==> config.mk <==
export PLATFORM = sky130hd
export DESIGN_NAME = atomic_rmw_unit
export DESIGN_NICKNAME = d
export VERILOG_FILES = /design/src/rtl/atomic_rmw_pkg.sv /design/src/rtl/atomic_rmw_ctrl.sv /design/src/rtl/atomic_rmw_dp.sv /design/src/rtl/atomic_rmw_unit.sv
export SDC_FILE = /design/constraint.sdc
export NUM_CORES = 1
export LEC_CHECK = 0
export CORE_MARGIN = 5
export CORE_UTILIZATION = 30
export CTS_CLUSTER_SIZE = 20
export DETAILED_ROUTE_END_ITERATION = 12
export HOLD_SLACK_MARGIN = 0.1
export PLACE_DENSITY = 0.71
export SLEW_MARGIN = 20
export SYNTH_ARGS = -nofsm -noshare
export SYNTH_HDL_FRONTEND = slang
export SYNTH_SLANG_ARGS = --single-unit
==> constraint.sdc <==
create_clock -name clk -period 3.65 [get_ports clk]
set_input_delay 0.365 -clock clk [delete_from_list [all_inputs] [get_ports clk]]
set_output_delay 0.365 -clock clk [all_outputs]
set_load 0.005 [all_outputs]
==> src/rtl/atomic_rmw_pkg.sv <==
package atomic_rmw_pkg;

  typedef enum logic [2:0] {
    ST_IDLE = 3'd0,
    ST_READ = 3'd1,
    ST_CAPT = 3'd2,
    ST_WRIT = 3'd3,
    ST_FINI = 3'd4,
    ST_FERR = 3'd5
  } rmwState_t;

  // strobes from control to datapath
  typedef struct packed {
    logic latchOps;
    logic rdEn;
    logic capOld;
    logic wrEn;
    logic finOk;
    logic finErr;
  } rmwStrobe_t;

  localparam logic OP_SWAP = 1'b0;
  localparam logic OP_FADD = 1'b1;

endpackage

==> src/rtl/atomic_rmw_ctrl.sv <==
module atomic_rmw_ctrl
  import atomic_rmw_pkg::*;
(
  input  logic       clk,
  input  logic       rstN,
  input  logic       start,
  input  logic       srcIsReg,
  input  logic       dstIsMem,
  output rmwStrobe_t strobe,
  output logic       busy
);

  rmwState_t state, nextState;
  logic legalReq;
  logic accept;

  assign legalReq = srcIsReg && dstIsMem;
  assign accept   = (state == ST_IDLE) && start;

  always_comb begin
    nextState = state;
    unique case (state)
      ST_IDLE: if (start) nextState = legalReq ? ST_READ : ST_FERR;
      ST_READ: nextState = ST_CAPT;
      ST_CAPT: nextState = ST_WRIT;
      ST_WRIT: nextState = ST_FINI;
      ST_FINI: nextState = ST_IDLE;
      ST_FERR: nextState = ST_IDLE;
      default: nextState = ST_IDLE;
    endcase
  end

  always_ff @(posedge clk) begin
    if (!rstN) state <= ST_IDLE;
    else       state <= nextState;
  end

  always_comb begin
    strobe.latchOps = accept && legalReq;
    strobe.rdEn     = (state == ST_READ);
    strobe.capOld   = (state == ST_CAPT);
    strobe.wrEn     = (state == ST_WRIT);
    strobe.finOk    = (state == ST_FINI);
    strobe.finErr   = (state == ST_FERR);
  end

  assign busy = (state != ST_IDLE);

endmodule

==> src/rtl/atomic_rmw_dp.sv <==
module atomic_rmw_dp
  import atomic_rmw_pkg::*;
#(
  parameter int DATA_W = 32,
  parameter int ADDR_W = 8,
  parameter int DISP_W = 16
) (
  input  logic              clk,
  input  logic              rstN,
  input  rmwStrobe_t        strobe,
  input  logic              opSel,
  input  logic [DISP_W-1:0] disp,
  input  logic              idx1Used,
  input  logic [DATA_W-1:0] idx1Val,
  input  logic              idx2Used,
  input  logic [DATA_W-1:0] idx2Val,
  input  logic [DATA_W-1:0] srcVal,
  input  logic [DATA_W-1:0] memRdData,
  output logic [ADDR_W-1:0] memAddr,
  output logic [DATA_W-1:0] memWrData,
  output logic [DATA_W-1:0] oldVal
);

  localparam int NUM_IDX = 2;
  localparam int EXT_W   = DATA_W - DISP_W;

  logic [DATA_W-1:0] idxRaw  [NUM_IDX];
  logic              idxUse  [NUM_IDX];
  logic [DATA_W-1:0] idxEff  [NUM_IDX];
  logic [DATA_W-1:0] dispExt;
  logic [DATA_W-1:0] effSum;

  logic [ADDR_W-1:0] addrReg;
  logic [DATA_W-1:0] srcReg;
  logic [DATA_W-1:0] oldReg;
  logic              opReg;

  assign idxRaw[0] = idx1Val;
  assign idxRaw[1] = idx2Val;
  assign idxUse[0] = idx1Used;
  assign idxUse[1] = idx2Used;

  // an unused slot maps to the hidden zero register
  for (genvar g = 0; g < NUM_IDX; g++) begin : g_idx
    assign idxEff[g] = idxUse[g] ? idxRaw[g] : '0;
  end

  assign dispExt = {{EXT_W{disp[DISP_W-1]}}, disp};
  assign effSum  = dispExt + idxEff[0] + idxEff[1];

  always_ff @(posedge clk) begin
    if (!rstN) begin
      addrReg <= '0;
      srcReg  <= '0;
      opReg   <= OP_SWAP;
      oldReg  <= '0;
    end else begin
      if (strobe.latchOps) begin
        addrReg <= effSum[ADDR_W-1:0];
        srcReg  <= srcVal;
        opReg   <= opSel;
      end
      if (strobe.capOld) oldReg <= memRdData;
    end
  end

  assign memAddr   = addrReg;
  assign memWrData = (opReg == OP_FADD) ? (oldReg + srcReg) : srcReg;
  assign oldVal    = oldReg;

endmodule

==> src/rtl/atomic_rmw_unit.sv <==
module atomic_rmw_unit
  import atomic_rmw_pkg::*;
#(
  parameter int DATA_W = 32,
  parameter int ADDR_W = 8,
  parameter int DISP_W = 16
) (
  input  logic              clk,
  input  logic              rstN,
  input  logic              start,
  input  logic              opSel,
  input  logic              srcIsReg,
  input  logic              dstIsMem,
  input  logic [DISP_W-1:0] disp,
  input  logic              idx1Used,
  input  logic [DATA_W-1:0] idx1Val,
  input  logic              idx2Used,
  input  logic [DATA_W-1:0] idx2Val,
  input  logic [DATA_W-1:0] srcVal,
  output logic              memRdEn,
  output logic              memWrEn,
  output logic [ADDR_W-1:0] memAddr,
  output logic [DATA_W-1:0] memWrData,
  input  logic [DATA_W-1:0] memRdData,
  output logic              busy,
  output logic              done,
  output logic              errFlag,
  output logic [DATA_W-1:0] oldVal
);

  rmwStrobe_t strobe;

  atomic_rmw_ctrl u_ctrl (
    .clk      (clk),
    .rstN     (rstN),
    .start    (start),
    .srcIsReg (srcIsReg),
    .dstIsMem (dstIsMem),
    .strobe   (strobe),
    .busy     (busy)
  );

  atomic_rmw_dp #(
    .DATA_W (DATA_W),
    .ADDR_W (ADDR_W),
    .DISP_W (DISP_W)
  ) u_dp (
    .clk       (clk),
    .rstN      (rstN),
    .strobe    (strobe),
    .opSel     (opSel),
    .disp      (disp),
    .idx1Used  (idx1Used),
    .idx1Val   (idx1Val),
    .idx2Used  (idx2Used),
    .idx2Val   (idx2Val),
    .srcVal    (srcVal),
    .memRdData (memRdData),
    .memAddr   (memAddr),
    .memWrData (memWrData),
    .oldVal    (oldVal)
  );

  assign memRdEn = strobe.rdEn;
  assign memWrEn = strobe.wrEn;
  assign done    = strobe.finOk | strobe.finErr;
  assign errFlag = strobe.finErr;

endmodule

Word-level counts from Yosys, hierarchy flattened:

Index checks and enable logic that the tools add are counted.

* register bits after elaboration: 76
* input bits: 152
* output and inout port bits: 77
* word-level logic and storage cells: 26

* $add $sub $neg: 3
* equal/unequal tests: 6
* multiplexer cells: 6
* bitwise gates (word level): 1
* reductions and logical operators: 5

Operators by type and width (count)
* 32-bit adder: 1
* 32-bit 2-to-1 mux: 1
* 8-bit adder: 2
* 8-bit 2-to-1 mux: 2
* 3-bit one-hot mux with 4 select lines: 1
* 3-bit by 2-bit equality test with 1-bit output (second input constant): 2
* 3-bit equality test (second input constant): 2
* 3-bit 2-to-1 mux: 2
* 3-bit by 1-bit equality test with 1-bit output (second input constant): 1
* 1-bit logical AND: 3
* 3-bit zero test: 1
* 3-bit nonzero test: 1
* 2-bit != test (second input constant): 1
* 1-bit bitwise OR: 1

Depth between registers and ports, before layout:

Gate-level depths: netlist of the first run.

* depth after elaboration: 4
* depth in mapped cells: 13
* gate-level depth less buffers: 13

Cells and area by module:

From an unflattened synthesis of the first run, not the netlist that was laid out.

* cells, all modules: 598
* area, all modules: 5330.1 µm²

By module, submodules not included
* atomic_rmw_dp: times used 1, cells an instance 575, area each 5117.4 µm², sequential area each 1461.4 µm²
* atomic_rmw_ctrl: times used 1, cells an instance 22, area each 206.4 µm², sequential area each 60.1 µm²
* atomic_rmw_unit: times used 1, cells an instance 1, area each 6.3 µm², sequential area each 0.0 µm²

Worst setup path after synthesis of the first run:

OpenSTA, ideal clock, no wires.

* kind: register to output
* start point: register u_dp.oldReg[0] (netlist: u_dp.oldVal[0])
* end point: output port memWrData[18]
* data arrival time: 2500 ps
* data required time: 3285 ps
* setup slack: 785 ps
* cell stages (with the launch flop): 10
* buffers on the path: 0
* path through: dfxtp_1 ha_1 fa_1 a21o_1 a311oi_2 o31ai_2 o31ai_1 o31ai_1 xor2_1 mux2_2

* cells in the longest elaborated chain, start to end: 2

RTL lines
* start: declaration: RTL line atomic_rmw_dp.sv:35 `logic [DATA_W-1:0] oldReg;`
* start signal: assignment: RTL line atomic_rmw_dp.sv:63 `if (strobe.capOld) oldReg <= memRdData;`
* 32-bit adder: RTL line atomic_rmw_dp.sv:68 `assign memWrData = (opReg == OP_FADD) ? (oldReg + srcReg) : srcReg;`
* 32-bit 2-to-1 mux: RTL line atomic_rmw_dp.sv:68
* end: declaration: RTL line atomic_rmw_unit.sv:23 `output logic [DATA_W-1:0] memWrData,`

No other way between the ends.

Worst setup path in the final report of the first run:

* start point: register u_dp.oldReg[2] (netlist: u_dp.oldVal[2])
* end point: output port memWrData[21]

Same word-level chain as after synthesis.

==> results of run 1 <==
[kinds of logic (layout without fill, tap and decap cells)]
family,after synthesis,in the layout
AND/OR/NAND/NOR,264,264
AO/OA/AOI/OAI,206,206
flip-flops,76,76
buffers and inverters,64,235
adder cells (fa/ha/maj),46,46
XOR/XNOR,33,33
multiplexers,24,24
[area by class of cell]
| class | instances | area (sq um) |
|---|---|---|
| multi-input cells | 573 | 3800 |
| flip-flops and latches | 76 | 1530 |
| clock inverters | 4 | 95.1 |
| inverters | 23 | 86.3 |
| clock buffers | 12 | 256 |
| fillers | 1763 | 9820 |
| well taps | 229 | 287 |
| repair buffers | 196 | 1910 |
[per-layer routing]
metal | up-vias | GRT usage, % | share of wire [%]
met4 | 2 | 7.33 | 2.5
met1 | 2449 | 19.8 | 43
met5 | - | 0 | 0.083
met2 | 153 | 27.1 | 47
met3 | 28 | 4.46 | 7.0
li1 | 2812 | - | -
[sequential cells by signal, indices dropped and copies added, names as in the netlist]
name / cells
u_dp.oldVal: 32
u_dp.srcReg: 32
u_dp.memAddr: 8
u_ctrl.state: 3
u_dp.opReg: 1
[worst max path at each step]
stage,to,depth (start not counted),startpoint
after global placement,memWrData[30],11,u_dp.oldVal[0]
after global routing,memWrData[29],10,u_dp.srcReg[16]
final,memWrData[21],10,u_dp.oldVal[2]
after detailed placement,memWrData[30],11,u_dp.oldVal[0]
after CTS,memWrData[31],11,u_dp.oldVal[12]
after floorplan,memWrData[18],9,u_dp.oldVal[0]
[cell usage after synthesis, drive strengths merged (9+ instances only)]
master,n
nand2,182
a21oi,111
dfxtp,76
clkbuf,37
ha,37
nor2,26
xnor2,25
inv,23
mux2,21
a21o,19
o21ai,16
and2,12
nor3,10
fa,9
nand3,9
o21bai,9
[power breakdown]
| part | internal [W] | switching (W) | total [W] |
|---|---|---|---|
| clock network | 0.000705 | 0.000362 | 0.00107 |
| logic | 0.000331 | 0.000281 | 0.000613 |
| registers | 0.000877 | 0.0000460 | 0.000923 |
| total | 0.00191 | 0.000690 | 0.00260 |
[worst max-delay path, stage by stage (launching register included)]
cell,delay (ps)
dfxtp_1,330
ha_1,360
o211ai_1,250
o21a_1,230
a21boi_2,90
buf_4,150
o21a_1,270
a31oi_1,280
xnor2_1,160
mux2_2,180
clkdlybuf4s50_1,500
[what timing repair did]
action / in CTS / in global routing
gates cloned: 0 / 0
setup endpoints to repair: 13 / 13
pin swaps: 7 / 10
buffers inserted: 0 / 1
gates resized for setup: 23 / 25
[metrics by stage]
step | power [W] | hold slack [ps] | cell area [sq um] | utilization [%]
final | 0.00260 | 455 | 7960 | 44.8
after global routing | 0.00274 | 488 | 7960 | 44.8
after CTS | 0.00263 | 458 | 7840 | 44.1
after global placement | 0.00154 | 442 | 7410 | 41.7
after floorplan | 0.00124 | 448 | 5370 | -
after detailed placement | 0.00155 | 451 | 7410 | 41.7
==> results_dict.tcl, run 1 <==
set metrics [dict create \
    mostFrequentLayoutCell "nand2_1" \
    synth-compound-area-share_pct 23.9 \
    r2r-start "u_ctrl.state[2]" \
    fp-row-count 49 \
    cellPowerDensity_nw_per_um2 327 \
    dp_slack_ps -22.7 \
    drc 0 \
    finalClockSkew_ps 6.60 \
    synthCells 713 \
    first_iter_violations 244 \
    final_cell_mix "nand2_1, clkdlybuf4s50_1, a21oi_1" \
    grt_util_all_layers_pct 16.4 \
    p_leak_nw 3.18 \
    worstMarginPinSlew_ps 831 \
    synth_top_area_cell "dfxtp_1" \
    synthMuxAreaShare_pct 5.03 \
    cts_buffers 9 \
    path_clk_slew_ps 60 \
    postRouteAntennaNets 0 \
    tns_ps 0 \
    synth_fa_ha_area_share_pct 12.0 \
    die_height_microns 144 \
    hpwl_microns 12700 \
    min_from "u_dp.memAddr[4]" \
    via_count 5444 \
    ir_drop_mv 0.213 \
    path_class "flop to output port" \
    grt_pass1_vias 5351 \
    antenna_cells 0 \
    hold_buffers 0 \
    final.min_clock_period_ps 3500 \
    finalCritPeriodShare_pct 95.8 \
    critPathLaunchType "flop" \
    stdcell_count 1113 \
    run_status "completed" \
    io_pins 229 \
    yosys.area_share.simple_pct 20.8 \
    drive_above_1_share_pct 11.5 \
    synth.avg_cell_area_sq_um 7.53 \
    synth.distinct_cells 55 \
    seq_area_frac_synth_pct 28.3 \
    cts_tree "built" \
    cts_buffer_depth 2 \
    ys_warn_count 0 \
    dp.cells 1096 \
    port_buffers 172 \
    cp.arrival_ps 3130 \
    synth_ff_type "dfxtp_1" \
    ys_top_cells_by_area "dfxtp_1, nand2_1, a21oi_1" \
    grt_max_degree 76 \
    synth_seq_cells 76 \
    max-cap-violations 0 \
    synth_xor_area_share_pct 5.38 \
    synth_edf_count 0 \
    r2r_end "u_dp.srcReg[15]" \
    die_area_sq_um 20700 \
    cts_sinks 76 \
    syn_nets 911 \
    first_pass_iters 4 \
    antenna_found_initial 1 \
    dieWidth_microns 144 \
    setup_ws_ps 153 \
    whs_endpoint "u_dp.memAddr[4]" \
    rrSetupSlack_ps 1520 \
    grt_pass1_wl_microns 26800 \
    timing_hold_violations_final 0 \
    crit_fanout 4 \
    synth_top_family_by_area "compound AO/OA/AOI/OAI gates" \
    start_util_pct 30.2 \
    drt-wirelength-per-cell_microns 15.2 \
    core_sq_um 17800 \
    area_growth_pct 48.3 \
    ff2ff_path_depth 5 \
    finalWeightedCongestion 0.861 \
    synthArstFlopShare_pct 0 \
    synth_area_sq_um 5370 \
    finalSetupViolCount 0 \
    clockRootBuffer "clkbuf_16" \
    maxSlewViolCount 0 \
    clk_latency_ps 350 \
    grt-ovfl-total 0 \
    crit_path_end_kind "output port" \
    maxSlewHeadroom_pct 44.6 \
    cts-htree-levels 3 \
    nets 1077 \
    cp.required_ps 3280 \
    rsz0062_at_grt "false" \
    hp-class "flop to flop" \
    viasPerCell 4.89 \
    totalWireLength_microns 16900 \
    fmax_mhz 286 \
    synth_top_area_share_pct 28.3 \
    whs_path_depth 2 \
]
Note: power is estimated with default switching activity, not from simulation.
==> run 2: changes to the inputs <==
--- a/config.mk
+++ b/config.mk
@@ -10,5 +10,6 @@
 export CTS_CLUSTER_SIZE = 20
 export DETAILED_ROUTE_END_ITERATION = 12
-export HOLD_SLACK_MARGIN = 0.1
+export GPL_ROUTABILITY_DRIVEN = 0
+export HOLD_SLACK_MARGIN = 0.15
 export PLACE_DENSITY = 0.71
 export SLEW_MARGIN = 20
==> constraint.sdc (replaced) <==
create_clock -name clk -period 3.65 [get_ports clk]
set_input_delay 0.365 -clock clk [delete_from_list [all_inputs] [get_ports clk]]
set_output_delay 0.365 -clock clk [all_outputs]
set_load 0.01 [all_outputs]
==> run 2 against run 1 <==
Compared with the run above: worst setup slack worse by 22 ps; total power rose by 0.48%; highest routed layer unchanged; global-route usage shrank 0.15 points; routed wire length fell by 0.27%; largest cell class unchanged.
==> results_dict.tcl, run 2 (same netlist as run 1, synthesis figures left out) <==
set metrics [dict create \
    utilization_pct 44.7 \
    hpwl_microns 12800 \
    ir_drop_mv 0.211 \
    finalClockSkew_ps 6.32 \
    finalCritPeriodShare_pct 96.4 \
    dp.cells 1100 \
    port_buffers 172 \
    grt_pass1_wl_microns 26800 \
    cp_slowest_stage_delay_ps 590 \
    clk_latency_ps 340 \
    whs_path_depth 2 \
    first_iter_violations 294 \
    clockRootBuffer "clkbuf_16" \
    dp_slack_ps -6.35 \
    maxSlewViolCount 0 \
    cts_buffer_depth 2 \
    hp-class "flop to flop" \
    io_pins 229 \
    maxSlewHeadroom_pct 41.9 \
    rrSetupSlack_ps 1550 \
    stdcell_count 1119 \
    run_status "completed" \
    slowest_stage "clkdlybuf4s50_1" \
    crit_path_cell_trace "ha_1, o211ai_1, o21a_1, a21boi_2, o211ai_1, a31oi_2, o21a_1, o31ai_1, clkdlybuf4s50_1" \
    core_sq_um 17800 \
    via_count 5479 \
    critPathLaunchType "flop" \
    viasPerCell 4.90 \
    cp.required_ps 3280 \
    dieWidth_microns 144 \
    cts_buffers 9 \
    grt_util_all_layers_pct 16.2 \
    timing_hold_violations_final 0 \
    max-cap-violations 0 \
    cts_tree "built" \
    setup_ws_ps 131 \
    grt_pass1_vias 5357 \
    totalWireLength_microns 16900 \
    p_leak_nw 3.21 \
    grt-ovfl-total 0 \
    antenna_cells 0 \
    ff2ff_path_depth 5 \
    cp.arrival_ps 3150 \
    start_util_pct 30.2 \
    path_clk_slew_ps 60 \
    crit_fanout 4 \
    final.min_clock_period_ps 3520 \
    area_growth_pct 47.9 \
    finalSetupViolCount 0 \
    antenna_found_initial 1 \
    mostFrequentLayoutCell "nand2_1" \
    fp-row-count 49 \
    die_area_sq_um 20700 \
    worstMarginPinSlew_ps 871 \
    fmax_mhz 284 \
    final_cell_mix "nand2_1, clkdlybuf4s50_1, a21oi_1" \
    finish.instance_area_sq_um 7940 \
    nets 1083 \
    grt_max_degree 76 \
    path_class "flop to output port" \
    cts_sinks 76 \
    postRouteAntennaNets 0 \
    placed_area_sq_um 7440 \
    drc 0 \
    cellPowerDensity_nw_per_um2 329 \
    cts-htree-levels 3 \
    crit_path_end_kind "output port" \
    first_pass_iters 4 \
    drive_above_1_share_pct 11.9 \
    drt-wirelength-per-cell_microns 15.1 \
    die_height_microns 144 \
]
## run 2: cell count changes in the layout (fill, tap and decap cells not counted), sizes merged
cell,delta
buf,+7
clkbuf,+1
clkdlybuf4s15,+1
clkdlybuf4s50,-2
dlygate4sd2,+1
dlymetal6s2s,-2
## run 2: timing repair
action                                  in CTS  in global routing
pin swaps                                    8                  6
hold buffers                                 0                  0
endpoints found under the setup margin      15                 13
hold endpoints to repair                     0                  0
buffers inserted                             1                  2
resized for setup                           32                 17
## run 2: power breakdown
part | leakage [nW] | switching (W) | internal, W
registers | 0.617 | 0.0000438 | 0.000877
logic | 2.43 | 0.000301 | 0.000328
clock network | 0.173 | 0.000361 | 0.000705
total | 3.21 | 0.000706 | 0.00191
## run 2: per-layer routing
layer  vias to the layer above  track usage [%]  share of wire (%)
met5                         -                0              0.047
met4                         2             4.76                1.2
met3                        17             5.02                7.5
met2                       149             27.8                 48
met1                      2493             19.6                 43
li1                       2818                -                  -
## run 2: path summary, 6_finish.rpt
path	startpoint	to
max	u_dp.oldVal[2]	memWrData[25]
min	u_dp.memAddr[1]	u_dp.memAddr[1]
max reg2reg	u_ctrl.state[2]	u_dp.srcReg[21]
min reg2reg	u_dp.memAddr[1]	u_dp.memAddr[1]
## run 2: area by class of cell
class,count,area [sq um]
well taps,229,287
flip-flops and latches,76,1520
clock inverters,4,95.1
fillers,1777,9840
multi-input cells,573,3750
inverters,23,86.3
clock buffers,12,256
repair buffers,202,1940
## run 2: critical path, delay by kind of cell (launching register included)
kind                     cells  cell delay (ps)
AO/OA/AOI/OAI                7             1540
adder cells (fa/ha/maj)      1              350
buffers and inverters        1              590
flip-flops                   1              330
## run 2: metrics by stage
step,setup TNS (ps),hold WS [ps],total power [W]
floorplan,0,448,0.00126
detailed placement,-6.35,447,0.00157
global placement,0,442,0.00156
global route,-16.9,478,0.00275
CTS,-16.1,455,0.00265
finish,0,453,0.00262
